$ cat src/rtl/hzd_pkg.sv
package hzd_pkg;

  typedef enum logic [1:0] {
    SRC_REGFILE = 2'd0,
    SRC_MEMSTG  = 2'd1,
    SRC_WBSTG   = 2'd2
  } opnd_src_e;

  // Priority: the memory stage holds the younger result.
  function automatic opnd_src_e choose_src(input logic hit_mem, input logic hit_wb);
    if (hit_mem)     return SRC_MEMSTG;
    else if (hit_wb) return SRC_WBSTG;
    else             return SRC_REGFILE;
  endfunction

endpackage

$ cat src/rtl/hzd_fwd_pick.sv
module hzd_fwd_pick
  import hzd_pkg::*;
#(
  parameter int REG_AW = 5
) (
  input  logic [REG_AW-1:0] src_reg,
  input  logic [REG_AW-1:0] mem_dst,
  input  logic              mem_wr,
  input  logic [REG_AW-1:0] wb_dst,
  input  logic              wb_wr,
  output opnd_src_e         sel,
  output logic              hit_mem,
  output logic              hit_wb
);

  function automatic logic producer_match(input logic [REG_AW-1:0] src,
                                          input logic [REG_AW-1:0] dst,
                                          input logic wr);
    return wr && (dst != '0) && (src == dst);
  endfunction

  always_comb begin
    hit_mem = producer_match(src_reg, mem_dst, mem_wr);
    hit_wb  = producer_match(src_reg, wb_dst, wb_wr);
    sel     = choose_src(hit_mem, hit_wb);
  end

endmodule

$ cat src/rtl/hzd_opnd_mux.sv
module hzd_opnd_mux
  import hzd_pkg::*;
#(
  parameter int DATA_W = 64
) (
  input  opnd_src_e         sel,
  input  logic [DATA_W-1:0] rf_val,
  input  logic [DATA_W-1:0] mem_val,
  input  logic [DATA_W-1:0] wb_val,
  output logic [DATA_W-1:0] opnd
);

  always_comb begin
    unique case (sel)
      SRC_MEMSTG: opnd = mem_val;
      SRC_WBSTG:  opnd = wb_val;
      default:    opnd = rf_val;
    endcase
  end

endmodule

$ cat src/rtl/hzd_loaduse.sv
module hzd_loaduse #(
  parameter int REG_AW  = 5,
  parameter int NUM_SRC = 2
) (
  input  logic [NUM_SRC-1:0][REG_AW-1:0] src_regs,
  input  logic [REG_AW-1:0]              mem_dst,
  input  logic                           mem_wr,
  input  logic                           mem_ld,
  output logic                           hazard
);

  logic [NUM_SRC-1:0] src_hit;

  for (genvar s = 0; s < NUM_SRC; s++) begin : g_cmp
    assign src_hit[s] = (src_regs[s] == mem_dst);
  end

  assign hazard = mem_wr && mem_ld && (mem_dst != '0) && (|src_hit);

endmodule

$ cat src/rtl/hzd_flow_ctl.sv
module hzd_flow_ctl (
  input  logic ld_hazard,
  input  logic redirect,
  input  logic pc_en_in,
  input  logic exmem_clr_in,
  input  logic front_clr_in,
  output logic stall_taken,
  output logic pc_en,
  output logic ifid_en,
  output logic idex_en,
  output logic exmem_clr,
  output logic ifid_clr,
  output logic idex_clr
);

  // A redirect squashes the younger instructions, so a stall on their behalf is moot.
  assign stall_taken = ld_hazard && !redirect;

  always_comb begin
    if (stall_taken) begin
      pc_en     = 1'b0;
      ifid_en   = 1'b0;
      idex_en   = 1'b0;
      exmem_clr = 1'b1;
    end else begin
      pc_en     = pc_en_in;
      ifid_en   = 1'b1;
      idex_en   = 1'b1;
      exmem_clr = exmem_clr_in;
    end
    ifid_clr = redirect ? 1'b1 : front_clr_in;
    idex_clr = redirect ? 1'b1 : front_clr_in;
  end

endmodule

$ cat src/rtl/hazard_ctl.sv
module hazard_ctl
  import hzd_pkg::*;
#(
  parameter int REG_AW = 5,
  parameter int DATA_W = 64
) (
  input  logic [REG_AW-1:0] ex_rs0,
  input  logic [REG_AW-1:0] ex_rs1,
  input  logic [REG_AW-1:0] mem_rd,
  input  logic              mem_wen,
  input  logic              mem_load,
  input  logic [REG_AW-1:0] wb_rd,
  input  logic              wb_wen,
  input  logic              ex_redirect,
  input  logic [DATA_W-1:0] ex_rf_val0,
  input  logic [DATA_W-1:0] ex_rf_val1,
  input  logic [DATA_W-1:0] mem_alu_val,
  input  logic [DATA_W-1:0] wb_val,
  input  logic [DATA_W-1:0] ex_alu_val,
  input  logic              pc_en_in,
  input  logic              exmem_clr_in,
  input  logic              front_clr_in,
  output logic [1:0]        fwd_sel0,
  output logic [1:0]        fwd_sel1,
  output logic [DATA_W-1:0] ex_opnd0,
  output logic [DATA_W-1:0] ex_opnd1,
  output logic              pc_en,
  output logic              ifid_en,
  output logic              idex_en,
  output logic              exmem_clr,
  output logic              ifid_clr,
  output logic              idex_clr,
  output logic              pc_src_sel,
  output logic [DATA_W-1:0] pc_target
);

  localparam int NUM_SRC = 2;

  logic [NUM_SRC-1:0][REG_AW-1:0] src_regs;
  logic [NUM_SRC-1:0][DATA_W-1:0] rf_vals;
  logic [NUM_SRC-1:0][DATA_W-1:0] opnds;
  opnd_src_e [NUM_SRC-1:0]        sels;
  logic [NUM_SRC-1:0]             hit_mem_v;
  logic [NUM_SRC-1:0]             hit_wb_v;

  // Named internal events for the checker
  logic ld_hazard;
  logic stall_taken;

  assign src_regs = {ex_rs1, ex_rs0};
  assign rf_vals  = {ex_rf_val1, ex_rf_val0};

  for (genvar s = 0; s < NUM_SRC; s++) begin : g_src
    hzd_fwd_pick #(.REG_AW(REG_AW)) u_pick (
      .src_reg (src_regs[s]),
      .mem_dst (mem_rd),
      .mem_wr  (mem_wen),
      .wb_dst  (wb_rd),
      .wb_wr   (wb_wen),
      .sel     (sels[s]),
      .hit_mem (hit_mem_v[s]),
      .hit_wb  (hit_wb_v[s])
    );

    hzd_opnd_mux #(.DATA_W(DATA_W)) u_mux (
      .sel     (sels[s]),
      .rf_val  (rf_vals[s]),
      .mem_val (mem_alu_val),
      .wb_val  (wb_val),
      .opnd    (opnds[s])
    );
  end

  hzd_loaduse #(.REG_AW(REG_AW), .NUM_SRC(NUM_SRC)) u_loaduse (
    .src_regs (src_regs),
    .mem_dst  (mem_rd),
    .mem_wr   (mem_wen),
    .mem_ld   (mem_load),
    .hazard   (ld_hazard)
  );

  hzd_flow_ctl u_flow (
    .ld_hazard    (ld_hazard),
    .redirect     (ex_redirect),
    .pc_en_in     (pc_en_in),
    .exmem_clr_in (exmem_clr_in),
    .front_clr_in (front_clr_in),
    .stall_taken  (stall_taken),
    .pc_en        (pc_en),
    .ifid_en      (ifid_en),
    .idex_en      (idex_en),
    .exmem_clr    (exmem_clr),
    .ifid_clr     (ifid_clr),
    .idex_clr     (idex_clr)
  );

  assign fwd_sel0   = sels[0];
  assign fwd_sel1   = sels[1];
  assign ex_opnd0   = opnds[0];
  assign ex_opnd1   = opnds[1];
  assign pc_src_sel = ex_redirect;
  assign pc_target  = ex_alu_val;

endmodule

$ cat config.mk
export PLATFORM = sky130hd
export DESIGN_NAME = hazard_ctl
export DESIGN_NICKNAME = d
export VERILOG_FILES = /design/src/rtl/hzd_pkg.sv /design/src/rtl/hzd_fwd_pick.sv /design/src/rtl/hzd_opnd_mux.sv /design/src/rtl/hzd_loaduse.sv /design/src/rtl/hzd_flow_ctl.sv /design/src/rtl/hazard_ctl.sv
export SDC_FILE = /design/constraint.sdc
export NUM_CORES = 1
export LEC_CHECK = 0
export BUFFER_PORTS_ARGS = -buffer_cell sky130_fd_sc_hd__buf_2
export CORE_AREA = 2 2 215 217
export DETAILED_ROUTE_END_ITERATION = 6
export DIE_AREA = 0 0 217 219
export PLACE_DENSITY_LB_ADDON = 0.12
export SYNTH_ARGS = -nofsm -noshare
export SYNTH_HDL_FRONTEND = slang
export SYNTH_SLANG_ARGS = --single-unit
$ cat constraint.sdc
create_clock -name vclk -period 5.35
set_clock_uncertainty 0.2 [all_clocks]
set_input_delay 1.07 -clock vclk [all_inputs]
set_output_delay 1.07 -clock vclk [all_outputs]
set_load 0.1 [all_outputs]
Yosys cells after proc, flatten, opt, wreduce, memory -nomap -nowiden
Cells that the tools add are included.

Word-level logic and storage cells: 32. Register bits: 0. Input bits: 347.

Multiplexer cells: 10. Reductions and logical operators: 14. Equal/unequal tests: 8.

Operators with widths (number): one-hot mux 64 bit (2 select lines) (2); equality test 5 bit (4); logical AND 1 bit (10); nonzero test 5 bit (2); 2-to-1 mux 2 bit (4); equality test 2 x 1 -> 1 bit (second input constant) (2); equality test 2 bit (second input constant) (2); 2-to-1 mux 1 bit (4); OR reduction 2 bit (1); logical NOT 1 bit (1).

Depth between registers and ports, before layout
Gate-level depths: netlist (run 1).

Depth after elaboration: 7. Depth in mapped cells: 8. Mapped depth without buffers: 5.

Cells and area by module
From an unflattened synthesis (run 1), not the netlist that was laid out.

Cells, all modules: 581. Area total of the unflattened synthesis: 4803.4 sq um.

By module, submodules not included: hzd_opnd_mux (times used 2, sequential area each 0.0 sq um, cells an instance 224, area an instance 1895.6 sq um); hazard_ctl (times used 1, sequential area each 0.0 sq um, cells an instance 65, area an instance 488.0 sq um); hzd_fwd_pick (times used 2, sequential area each 0.0 sq um, cells an instance 22, area an instance 168.9 sq um); hzd_loaduse (times used 1, sequential area each 0.0 sq um, cells an instance 17, area an instance 132.6 sq um); hzd_flow_ctl (times used 1, sequential area each 0.0 sq um, cells an instance 7, area an instance 53.8 sq um).

Worst setup path before layout (run 1)
OpenSTA, ideal clock, no wires.

Path kind: input port to output port. From: in wb_rd[0]. To: out ex_opnd0[10]. Required time: 4.080 ns. Arrival: 3.873 ns. Stages on the path: 7. Path slack: 0.207 ns. Path through: or4_1 > o21a_1 > nand3_1 > buf_4 > buf_6 > nand2_1 > a31oi_1.

Longest elaborated chain between the ends: 7. Elaborated cells between the ends (all ways): 9.

Ends and longest elaborated chain: from (decl) (RTL line hazard_ctl.sv:12) `input logic [REG_AW-1:0] wb_rd,`; nonzero test 5 bit (RTL line hzd_fwd_pick.sv:19) `return wr && (dst != '0) && (src == dst);`; logical AND 1 bit (RTL line hzd_fwd_pick.sv:19); logical AND 1 bit (*) (RTL line hzd_fwd_pick.sv:19); 2-to-1 mux 2 bit (*) (RTL line hzd_pkg.sv:12) `else if (hit_wb) return SRC_WBSTG;`; 2-to-1 mux 2 bit (*) (RTL line hzd_pkg.sv:11) `if (hit_mem) return SRC_MEMSTG;`; equality test 2 bit / equality test 2 x 1 -> 1 bit (equally long branches) (RTL line hzd_opnd_mux.sv:14) `unique case (sel)`; one-hot mux 64 bit (2 select lines) (*) (RTL line hzd_opnd_mux.sv:14); to (decl) (RTL line hazard_ctl.sv:25) `output logic [DATA_W-1:0] ex_opnd0,`.

Mark *: on every way between the ends. The rest lies on a longest branch, timed or not.

Worst setup path after layout (run 1)
From: in wb_rd[2]. To: out ex_opnd0[55].

Same word-level chain as after synthesis.

==> results of run 1 <==
[worst max-delay path by stage]
stage                     startpoint            to  slack, ns  cells after the start
final                       wb_rd[2]  ex_opnd0[55]       0.70                      9
after global routing       mem_rd[3]  ex_opnd1[44]       0.55                      8
after CTS                   wb_rd[2]  ex_opnd0[33]       0.66                      9
after detailed placement    wb_rd[2]  ex_opnd0[33]       0.66                      9
after global placement      wb_rd[2]  ex_opnd0[61]       0.67                      8
after floorplan             wb_rd[0]  ex_opnd0[10]       0.21                      7
[report_power, final]
part | internal [uW] | switching (uW)
Sequential | 0 | 0
Clock | 0.0000500 | 0
Combinational | 181 | 742
[area by class of cell]
cell class | instances | share of cell area (%)
multi-input combinational | 554 | 45.2
timing repair buffer | 440 | 41.4
tap | 600 | 13.1
inverter | 3 | 0.197
antenna | 2 | 0.0874
[stage by stage]
stage	area [um2]	hold WS, ns	worst slack (ns)
global placement	5720	1.94	0.671
CTS	5720	1.94	0.660
floorplan	3460	2.15	0.207
detailed placement	5720	1.94	0.658
finish	5730	1.94	0.703
global route	5730	1.94	0.549
[kinds of logic after synthesis]
logic type	synth area share (%)
xor gates and xnor gates	5.07
AOI/OAI and AO/OA	23.6
and+or+nand+nor	45.0
buffers and inverters	26.3
[cell usage after synthesis, types with 2 or more instances]
cell / number
buf_2: 37
buf_6: 11
nand2_1: 256
nor2_1: 133
nand4_1: 2
nor3_1: 2
or4_1: 4
xor2_1: 14
and3_1: 2
a31oi_1: 128
inv_1: 3
buf_4: 78
xnor2_1: 6
nand3_1: 2
[metal layers]
| layer | global-route usage [%] | wire length, um | vias to the layer above |
|---|---|---|---|
| met5 | 0 | 0 | - |
| met3 | 1.93 | 2030 | 52 |
| met4 | 3.20 | 875 | 0 |
| met2 | 19.1 | 13400 | 271 |
| met1 | 10.7 | 9800 | 2562 |
| li1 | - | - | 2834 |
==> results by stage, run 1 <==
Run status:
- The flow ran to the end, and the final reports show no timing, DRC or antenna violations.

Critical path:
- At the worst endpoint, the arrival time is 3.38 ns.
- The critical path goes through buf_2 > xor2_1 > nor3_1 > and3_4 > buf_12 > buf_4 > nand2_1 > a31oi_1 > buf_2.
- Along the worst path, the maximum fanout reaches 19.
- The required time at the worst-slack endpoint is 4.08 ns.
- The kind of capture point of the worst setup path is an output port.
- Counting both buffers and inverters, the worst setup path holds a total of 4.
- The peak per-stage delay on the critical path is 0.48 ns.
- The cell that appears most often on the critical path is buf_2.
- The type of the worst setup path is in2out.
- The cell type group with the largest total delay on the critical path is simple AND/OR/NAND/NOR gates.
- The sort of element at the start of the critical path is an input pin.
- The slowest stage cell on the critical path is nor3_1.

Route:
- The number of search-and-repair iterations in the first detailed-routing pass is 6.
- The number of nets with antenna violations after detailed routing is 0.
- The routed length per placed instance is 16.3 um.
- Across all layers, the routed design uses 5719 vias.
- The wire length reported by the detailed router is 26100 um.
- The total DRC errors in the routed layout is 0.
- In this run, the number of DRC markers left after iteration 0 of detailed routing was 179.
- Dividing the detail-routed via count by the number of cells gives 3.58.

STA:
- Adding up every negative setup slack in the final design gives 0 ns.
- For the pin with the worst max-slew slack, the measured transition is 0.543 ns.
- Derived from the worst setup path, the maximum achievable clock frequency is 215 MHz.
- The final critical path takes up 86.9% of the cycle.
- The time the worst path needs with I/O delays and setup is 4.65 ns.
- Setup repair after global routing left no endpoint under its margin.
- The number of hold-slack violations in the final timing report is 0.
- The worst relative slew slack is 63.5%.
- The number of slew-limit violations in the final report is 0.
- The total of endpoints with negative setup slack in the final report is 0.

Placement:
- The quantity of I/O buffers inserted on ports is 422.
- Summed over all nets, the half-perimeter wirelength after detailed placement is 21400 um.
- Once placement completed, the tool counted placed cells totaling 1597.
- The global placement routability congestion is 0.764.

Synth:
- The number of unique standard cell types used by synthesis is 20.
- The warning count from the yosys run is 0.
- The share of synthesized area in the top cell type comes to 27.8%.
- Summing every instance area after synthesis gives 3460 um2.
- The cell type contributing the most total cell area after synthesis is nand2_1.
- By area the synthesized netlist is led by nand2_1 28%, a31oi_1 23%, buf_4 17%.
- The number of instances in the synthesized netlist is 684.
- The mean post-synth cell area is 5.05 um2.
- The register area share after synthesis is 0%.
- The synthesized netlist net count is 1031.

Finish:
- The most common cell after layout, fill and taps aside is buf_2.
- Counting the clock-network buffers in the layout gives 0.
- The area occupied by multi-input gates is 2590 um2.
- Excluding fillers, the count of instances in the completed layout stands at 1599.
- From synthesis to final layout, the design area changed by 65.7%.
- Counting the fill cells in the layout gives 5477.
- In the layout the commonest cells are 422 x buf_2, 256 x nand2_1, 133 x nor2_1.
- The net count of the finished layout is 1346.
- The core utilization of the finished layout is 12.7%.
- The sequential cell area in the final layout is 0 um2.
- In the finished design the tool counted flip-flops and latches totalling 0.
- The share of post-route cells with drive strength above 1 is 44.8%.

Global routing:
- The initial antenna violation count was 2.
- The total track usage is 9.89%.
- Entering global routing, the biggest net connects 68 pins.
- The first global-routing pass estimated 35900 um of wire.
- The via count of the first global-routing pass was 5675.
- After global routing the overflow that remains totals 0.

Floorplanning:
- The initial utilization of the core area, before any placement, comes to 7.66%.
- The die width is 217 um.
- The total number of placement rows is 78.
- The core outline area is 45100 um2.
- The total die area is 47500 um2.
- During I/O placement, the number of pins put on the boundary was 550.
- From bottom edge to top edge, the die measures 219 um.

CTS:
- Once the clock tree was built, the setup fixing pass inserted 0 buffers.
- The number of hold buffers added after CTS was 0.
- Once the clock tree was built, the resizer swapped 0 gates to a different size.

Worst hold path:
- The worst hold path was traced through 0 stages.
- The startpoint of the most critical hold path is ex_alu_val[21].
- The path class of the tightest hold or removal check is in2out.
- For hold timing, the worst endpoint is pc_target[21].

Pwr:
- The leakage power total is 0.00300 uW.
- The worst IR drop on VDD is 0.0000499 V.
- The power after layout is 923 uW.
- For this design the ratio of total power to cell area is 161 nW/um2.

Run:
- Max-cap violations in this run came to 0.
Note: power is estimated with default switching activity, not from simulation.
==> inputs of run 2 (changes only) <==
--- a/config.mk
+++ b/config.mk
@@ -9,7 +9,7 @@
 export CORE_AREA = 2 2 215 217
 export DETAILED_ROUTE_END_ITERATION = 6
 export DIE_AREA = 0 0 217 219
-export PLACE_DENSITY_LB_ADDON = 0.12
+export PLACE_DENSITY = 0.41
 export SYNTH_ARGS = -nofsm -noshare
 export SYNTH_HDL_FRONTEND = slang
 export SYNTH_SLANG_ARGS = --single-unit
==> run 2 against run 1 <==
Compared with the run above:
- count of clock-buffer cells in the layout unchanged
- sequential cell count unchanged
- via count is 4.1% higher
- routed wire length decreased by 9.7%
- cell count is essentially flat
- setup slack worse by 0.023 ns
- highest routed layer unchanged
- die area stayed put
- largest cell class unchanged
- global-route usage down 1.0 points
- non-clock buffer count decreased by 1
==> results by stage, run 2 (synthesis gave the netlist of run 1 again) <==
Critical path:
- STA classifies the critical path endpoint as an output port.
- By startpoint and endpoint, the worst setup path is classified as in2out.
- The data arrival at the endpoint of the critical path was 3.40 ns (+0.02 ns).
- The critical path starts at wb_rd[0].
- The capture point of the worst path is ex_opnd0[29].
- The maximum fanout encountered on the critical timing path is 33 (+14).
- The sort of element at the start of the critical path is an input pin.
- The required time at the worst-slack endpoint is 4.08 ns (about the same).

Run:
- The number of max-cap violations is 0 (unchanged).

STA:
- The time the worst path needs with I/O delays and setup is 4.67 ns (+0.0231 ns).
- The number of slew-limit violations in the final report is 0 (unchanged).
- The total of endpoints with negative setup slack in the final report is 0 (unchanged).
- The share of the cycle needed by the critical path after routing is 87.3% (+0.43 points).
- The achievable clock frequency is 214 MHz (-0.49%).
- The actual transition at the worst max-transition pin was 0.515 ns (-0.0279 ns).
- The setup TNS after final layout is 0 ns (unchanged).
- The worst relative slew slack was 65.9% (+2.4 points).
- Setup repair after global routing left no endpoint under its margin.
- The number of hold-slack violations in the final timing report is 0 (unchanged).

Route:
- The via-per-instance ratio is 3.72 (+4.1%).
- The count of vias placed by the detailed router is 5951 (+4.1%).
- The number of nets with antenna violations after detailed routing is 0 (unchanged).
- The total DRC errors in the routed layout is 0 (unchanged).
- The number of search-and-repair iterations in the first detailed-routing pass came to 5 (-1).
- The violation count after the first detailed-route iteration is 383 (+110%).
- The routed length per placed instance is 14.7 um (-9.7%).
- The wire length reported by the detailed router is 23500 um (-9.7%).

Global routing:
- The via count of the first global-routing pass is 5601 (-1.3%).
- The initial antenna violation count is 2 (unchanged).
- The total track usage is 8.86% (-1.0 points).
- The overall overflow remaining after global route is 0 (unchanged).
- The maximum number of pins on one net before global-route repair is 68 (unchanged).
- The first-pass GRT wire length is 32900 um (-8.5%).

Floorplanning:
- The starting utilization of the core area is 7.66% (unchanged).
- The core outline area is 45100 um2 (unchanged).
- The vertical die dimension was 219 um (unchanged).
- The total number of placement rows is 78 (unchanged).
- The die width came to 217 um (unchanged).
- The total die area is 47500 um2 (unchanged).
- The top-level port count is 550 (unchanged).

Pwr:
- The leakage power total is 0.00299 uW (-0.58%).
- The part of the total power dissipated in sequential elements is 0% (unchanged).
- The reported net switching power is 741 uW (-0.16%).
- The switching power as a share of total power is 80.4% (about the same).
- The design internal power is 180 uW (-0.48%).
- The worst IR drop on VDD was 0.0000702 V (+41%).
- The logic gate share of total power is 100.0% (about the same).
- The power density of the placed cells came to 162 nW/um2 (+0.66%).
- The clock group share of total power was 0% (unchanged).

Placement:
- The post-detailed-placement half-perimeter wirelength is 19700 um (-8.1%).
- The global placement routability congestion came to 0.857 (+12%).
- The post-placement cell count is 1596 (-0.063%).
- The quantity of I/O buffers inserted on ports is 422 (unchanged).

CTS:
- The number of gates resized after cts was 0 (unchanged).
- The number of post-CTS setup repair buffers is 0 (unchanged).
- The quantity of hold-fixing buffers added after cts came to 0 (unchanged).

Run status:
- The run finished with clean final reports.

Finish:
- The number of nets in the finished design came to 1345 (-0.074%).
- Leaving out fill and tap cells, the most frequent cell in the layout is buf_2.
- The number of fill cells in the layout is 5402 (-1.4%).
- The final-layout clock buffer total is 0 (unchanged).
- Relative to the synthesized area, the layout overhead comes to 64.3%.
- The final cell count without fillers is 1598 (-0.063%).
- The sequential cell area in the final layout is 0 um2 (unchanged).
- In the layout the commonest cells are 421 x buf_2, 256 x nand2_1, 133 x nor2_1.
- The share of post-route cells with drive strength above 1 came to 44.8% (-0.055 points).
- The flip-flop and latch count was 0 (unchanged).

Worst hold path:
- The type of the worst min-delay path is in2out.
==> run 2: worst min path at each step <==
stage	cells past startpoint	slack, ns	startpoint	to
finish	0	1.94	ex_alu_val[31]	pc_target[31]
global route	0	1.94	ex_alu_val[31]	pc_target[31]
CTS	0	1.94	ex_alu_val[29]	pc_target[29]
detailed placement	0	1.94	ex_alu_val[29]	pc_target[29]
global placement	0	1.94	ex_alu_val[29]	pc_target[29]
floorplan	1	2.15	ex_redirect	pc_src_sel
==> run 2: routing by layer <==
layer	share of wire (%)	GRT usage, %	vias up
li1	-	-	2835
met5	0	0	-
met3	9.9	2.37	54
met1	37	9.96	2702
met2	49	15.8	360
met4	3.9	3.68	0
==> run 2: layout make-up <==
| type | instances | area (um2) | share of cell area, % |
|---|---|---|---|
| multi-input combinational | 554 | 2580 | 45.5 |
| timing repair buffer | 439 | 2330 | 41.0 |
| tap | 600 | 751 | 13.2 |
| inverter | 3 | 11.3 | 0.198 |
| antenna | 2 | 5.00 | 0.0881 |
==> run 2: power by group through the flow <==
stage / clock network, uW / logic [uW] / registers (uW)
finish: 0.0000501 / 921 / 0
detailed placement: 0 / 922 / 0
floorplan: 0 / 912 / 0
global route: 0 / 955 / 0
CTS: 0 / 924 / 0
global placement: 0 / 920 / 0
==> run 2: metrics by stage <==
step	hold WS [ns]	setup slack, ns	utilization, %	cell area [um2]	power, uW
floorplan	2.15	0.207	-	3460	912
global placement	1.94	0.678	12.6	5670	920
detailed placement	1.94	0.694	12.6	5670	922
CTS	1.94	0.688	12.6	5670	924
global route	1.94	0.570	12.6	5670	955
finish	1.94	0.680	12.6	5680	921
==> run 2: worst max-delay path, stage by stage <==
cell and delay, ns:
buf_2 0.12, or4_1 0.52, o21a_1 0.26, nand3_4 0.09, buf_4 0.38, nand2_1 0.13, a31oi_1 0.28, buf_2 0.48
